==> src/rtl/radc_pkg.sv <==
package radc_pkg;
  typedef enum logic {
    SEQ_RAMP = 1'b0,
    SEQ_HOLD = 1'b1
  } seq_state_e;
endpackage

==> src/rtl/ramp_sequencer.sv <==
module ramp_sequencer #(
  parameter int CODE_W = 6
) (
  input  logic              clk,
  input  logic              rst_n,
  input  logic              tick,
  input  logic              cmp_hi,
  output logic [CODE_W-1:0] ramp_code,
  output logic              conv_rst,
  output logic              smp_valid,
  output logic [CODE_W-1:0] smp_code
);
  import radc_pkg::*;

  localparam logic [CODE_W-1:0] TOP_CODE = {CODE_W{1'b1}};

  seq_state_e state_q;
  logic       trip;

  // Conversion ends on the first tick where the ramp meets the input, or at the top code
  assign trip     = cmp_hi || (ramp_code == TOP_CODE);
  assign conv_rst = (state_q == SEQ_HOLD);

  always_ff @(posedge clk) begin
    if (!rst_n) begin
      state_q   <= SEQ_RAMP;
      ramp_code <= '0;
      smp_valid <= 1'b0;
      smp_code  <= '0;
    end else begin
      smp_valid <= 1'b0;
      if (tick) begin
        unique case (state_q)
          SEQ_RAMP: begin
            if (trip) begin
              smp_code  <= ramp_code;
              smp_valid <= 1'b1;
              ramp_code <= '0;
              state_q   <= SEQ_HOLD;
            end else begin
              ramp_code <= ramp_code + 1'b1;
            end
          end
          SEQ_HOLD: state_q <= SEQ_RAMP;
          default:  state_q <= SEQ_RAMP;
        endcase
      end
    end
  end
endmodule

==> src/rtl/match_filter.sv <==
module match_filter #(
  parameter int CODE_W  = 6,
  parameter int MATCH_N = 4
) (
  input  logic              clk,
  input  logic              rst_n,
  input  logic              smp_valid,
  input  logic [CODE_W-1:0] smp_code,
  input  logic              bypass,
  output logic [CODE_W-1:0] result,
  output logic              res_valid
);
  localparam int             CNT_W   = $clog2(MATCH_N + 1);
  localparam logic [CNT_W-1:0] CNT_TOP = CNT_W'(MATCH_N);

  logic [CODE_W-1:0] last_q;
  logic [CNT_W-1:0]  cnt_q;
  logic [CNT_W-1:0]  cnt_d;
  logic              publish;

  // Run length of identical codes, saturating at the required depth
  always_comb begin
    if (cnt_q == '0 || smp_code != last_q) begin
      cnt_d = CNT_W'(1);
    end else if (cnt_q == CNT_TOP) begin
      cnt_d = CNT_TOP;
    end else begin
      cnt_d = cnt_q + 1'b1;
    end
  end

  assign publish = bypass || (cnt_d == CNT_TOP);

  always_ff @(posedge clk) begin
    if (!rst_n) begin
      last_q    <= '0;
      cnt_q     <= '0;
      result    <= '0;
      res_valid <= 1'b0;
    end else begin
      res_valid <= 1'b0;
      if (smp_valid) begin
        last_q <= smp_code;
        cnt_q  <= cnt_d;
        if (publish) begin
          result    <= smp_code;
          res_valid <= 1'b1;
        end
      end
    end
  end
endmodule

==> src/rtl/ramp_adc_ctrl.sv <==
module ramp_adc_ctrl #(
  parameter int CODE_W  = 6,
  parameter int MATCH_N = 4
) (
  input  logic              clk,
  input  logic              rst_n,
  input  logic              tick,
  input  logic              filt_off,
  input  logic              cmp_hi,
  output logic [CODE_W-1:0] ramp_code,
  output logic              conv_rst,
  output logic [CODE_W-1:0] result,
  output logic              res_valid
);
  logic              smp_valid;
  logic [CODE_W-1:0] smp_code;

  ramp_sequencer #(.CODE_W(CODE_W)) u_seq (
    .clk       (clk),
    .rst_n     (rst_n),
    .tick      (tick),
    .cmp_hi    (cmp_hi),
    .ramp_code (ramp_code),
    .conv_rst  (conv_rst),
    .smp_valid (smp_valid),
    .smp_code  (smp_code)
  );

  match_filter #(.CODE_W(CODE_W), .MATCH_N(MATCH_N)) u_filt (
    .clk       (clk),
    .rst_n     (rst_n),
    .smp_valid (smp_valid),
    .smp_code  (smp_code),
    .bypass    (filt_off),
    .result    (result),
    .res_valid (res_valid)
  );
endmodule

==> config.mk <==
export PLATFORM = sky130hd
export DESIGN_NAME = ramp_adc_ctrl
export DESIGN_NICKNAME = d
export VERILOG_FILES = /design/src/rtl/radc_pkg.sv /design/src/rtl/ramp_sequencer.sv /design/src/rtl/match_filter.sv /design/src/rtl/ramp_adc_ctrl.sv
export SDC_FILE = /design/constraint.sdc
export NUM_CORES = 1
export LEC_CHECK = 0
export BUFFER_PORTS_ARGS = -buffer_cell sky130_fd_sc_hd__buf_4
export CORE_ASPECT_RATIO = 0.7
export CORE_MARGIN = 3
export CORE_UTILIZATION = 45
export DETAILED_ROUTE_END_ITERATION = 8
export GPL_TIMING_DRIVEN = 0
export PLACE_DENSITY = 0.62
export SLEW_MARGIN = 25
export SYNTH_ARGS = -nofsm -noshare
export SYNTH_HDL_FRONTEND = slang
export SYNTH_SLANG_ARGS = --single-unit
export TNS_END_PERCENT = 20
==> constraint.sdc <==
create_clock -name clk -period 3.8 [get_ports clk]
set_clock_uncertainty 0.05 [all_clocks]
set_input_delay 0.19 -clock clk [delete_from_list [all_inputs] [get_ports clk]]
set_output_delay 0.19 -clock clk [all_outputs]
set_load 0.005 [all_outputs]
==> flow_summary.ini <==
[cts]
postCtsHoldBufs = 0
cts_buffer_depth = 2
cts.sinks = 30
htreeDepth = 2
cts_tree = done
cts-buffers-inserted = 5
cts_resized = 0
path_clk_slew_ns = 0.06
post_cts_buffers = 0
insertion_delay_ns = 0.29
root_buffer = clkbuf_8

[yosys]
netlist_instances = 159
synth_edf_count = 0
synth_area_um2 = 1460
synth_fa_ha_area_share_pct = 2.57
synth_cell_types = 35
syn_avg_cell_area_um2 = 9.19
synth_xor_area_share_pct = 7.19
synth.area.mux_share_pct = 4.11
ys_warn_count = 0
syn_nets = 167
synth_seq_area_share_pct = 41.1
synth_top_family_by_area = simple AND/OR/NAND/NOR gates
synth_async_sr_flop_share_pct = 0
synth_flop_cell = dfxtp_1
synth-simple-area-share_pct = 26.3
ys_ff_latch = 30
synth_compound_area_share_pct = 15.9

[sta]
rsz0062_at_grt = no
slew_violations = 0
fin_crit_sh_pct = 51.3
setup_viol = 0
slew_headroom_pct = 60.8
tns_ns = 0
worst_pin_slew_ns = 0.586
fmax_ghz = 0.513
fin_crit_ns = 1.95
finalHoldViolCount = 0

[floorplanning]
fp.dieH_um = 53.7
fp.dieArea_um2 = 3980
start_util_pct = 49.7
core-area_um2 = 2940
rows = 16
die_width_um = 74.1
pin_count = 19

[place]
place.gp.congestion = 0.841
dpl_cell_area_um2 = 1640
portBuffers = 18
dpl.hpwl_um = 2340

[route]
ant_nets = 0
drt-wirelength-per-cell_um = 14.6
drt_first_pass_iters = 4
via_per_inst = 5.63
wirelength_um = 3220
via_count = 1245
drcViolationCount = 0
dr.first_iter.drc_count = 58

[worst_setup_path]
critPathCaptureType = register
startpoint = u_filt.cnt_q[0]
path_class = reg -> reg
r2r_end = u_filt.cnt_q[0]
crit_required_ns = 3.91
critPathMaxFanout = 7
rrSetupSlack_ns = 1.85
reg2reg_depth = 7
start_kind = register
critPathArrivalTime_ns = 2.06
r2r-start = u_filt.cnt_q[0]

[pwr]
leakage_nw = 0.740
ir_worst_vdd_uv = 228
p_per_area_nw_per_um2 = 366

[hold_path]
hold_depth = 2
hold_path_class = in -> reg
hp-start = rst_n
min_to = u_seq.smp_valid

[global_routing]
use_met1_pct = 24.3
grt_max_degree = 11
grtUsageTotal_pct = 18.1
gr-total-overflow = 0
met2_usage_pct = 27.4
antenna_found_initial = 0
grt_busiest_layer = met2
grtUsageMet3_pct = 5.04
grt_pass1_wl_um = 5320
grt_pass1_vias = 1157

[final_layout]
synthToLayoutAreaGrowth_pct = 18.6
nets = 192
finalInstanceArea_um2 = 1730
drive_gt1_share_pct = 17.8
diodes = 0

[run_status]
status = completed

[job]
drv_cap = 0
-- report_power, final --
part           total (W)  switching (W)  internal, W
registers       0.000323     0.00000446     0.000319
logic          0.0000461      0.0000271    0.0000190
clock network   0.000265       0.000119     0.000146
total           0.000634       0.000151     0.000484
-- worst max path at each step --
stage | end | slack (ns) | cells past startpoint
after floorplan | u_filt.cnt_q[0] | 1.98 | 7
after global placement | u_filt.cnt_q[0] | 1.86 | 7
after detailed placement | u_filt.cnt_q[0] | 1.86 | 7
after CTS | u_filt.cnt_q[0] | 1.85 | 7
after global routing | u_filt.cnt_q[0] | 1.72 | 7
final | u_filt.cnt_q[0] | 1.85 | 7
-- kinds of logic (layout without fill, tap and decap cells) --
| kind of cell | Yosys count | in the layout |
|---|---|---|
| buffers and inverters | 10 | 36 |
| XOR/XNOR | 12 | 12 |
| AO/OA/AOI/OAI | 34 | 34 |
| adder cells (fa/ha/maj) | 3 | 3 |
| AND/OR/NAND/NOR | 64 | 64 |
| flip-flops | 30 | 30 |
| multiplexers | 6 | 6 |
-- per-stage QoR --
step	util [%]	hold WS [ns]	instances	power, W	worst slack, ns
floorplan	-	0.375	159	0.000359	1.98
global placement	55.8	0.445	213	0.000375	1.86
detailed placement	55.8	0.452	213	0.000376	1.86
CTS	58.9	0.260	221	0.000638	1.85
global route	58.9	0.270	221	0.000657	1.72
finish	58.9	0.263	221	0.000634	1.85
-- critical path, stage by stage (launching register included) --
cell and delay [ns]:
dfxtp_1 0.38, inv_1 0.06, ha_1 0.24, nor2b_1 0.18
or4_1 0.49, buf_2 0.18, nor3_2 0.15, a21oi_1 0.08
-- layout make-up --
type,instances,area (µm²)
buffer,8,33.8
clock buffer,7,86.3
clock inverter,1,5.00
fill,274,1210
inverter,2,7.51
multi-input combinational,119,820
sequential,30,601
tap,36,45.0
timing repair buffer,18,135
-- sequential cells by signal, indices dropped and copies added (netlist names) --
signal	cells
u_filt.last_q	6
u_filt.result	6
u_seq.ramp_code	6
u_seq.smp_code	6
u_filt.cnt_q	3
u_filt.res_valid	1
u_seq.conv_rst	1
u_seq.smp_valid	1
-- metal layers --
layer  up-vias  share of wire [%]
li1        627                  -
met1       588                 53
met2        23                 41
met3         7                4.1
met4         0                1.7
met5         -                  0
-- cell usage in the layout (no fill, tap or decap), types with 3 or more instances in the layout --
cell | synthesis | final
a21oi_1 | 5 | 5
a22o_1 | 6 | 6
a22oi_1 | 6 | 6
and2_1 | 8 | 8
and3_1 | 8 | 8
buf_4 | 0 | 18
clkbuf_1 | 4 | 5
clkbuf_8 | 0 | 6
dfxtp_1 | 30 | 30
ha_1 | 3 | 3
mux2i_1 | 6 | 6
nand2_1 | 9 | 9
nand2b_1 | 3 | 3
nand3_1 | 9 | 9
nand4_1 | 8 | 8
nor2_1 | 5 | 5
nor2b_1 | 8 | 8
o21ai_1 | 7 | 7
xor2_1 | 10 | 10
-- cell usage after synthesis, drive strengths merged (6+ instances only) --
library cell	number	area (µm²)
dfxtp	30	601
xor2	10	87.6
nand2	9	33.8
nand3	9	45.0
o21ai	9	45.0
and2	8	50.1
and3	8	50.1
nand4	8	50.1
nor2b	8	50.1
a22o	6	52.6
a22oi	6	45.0
mux2i	6	60.1
Power figures use the tool's default switching activity.
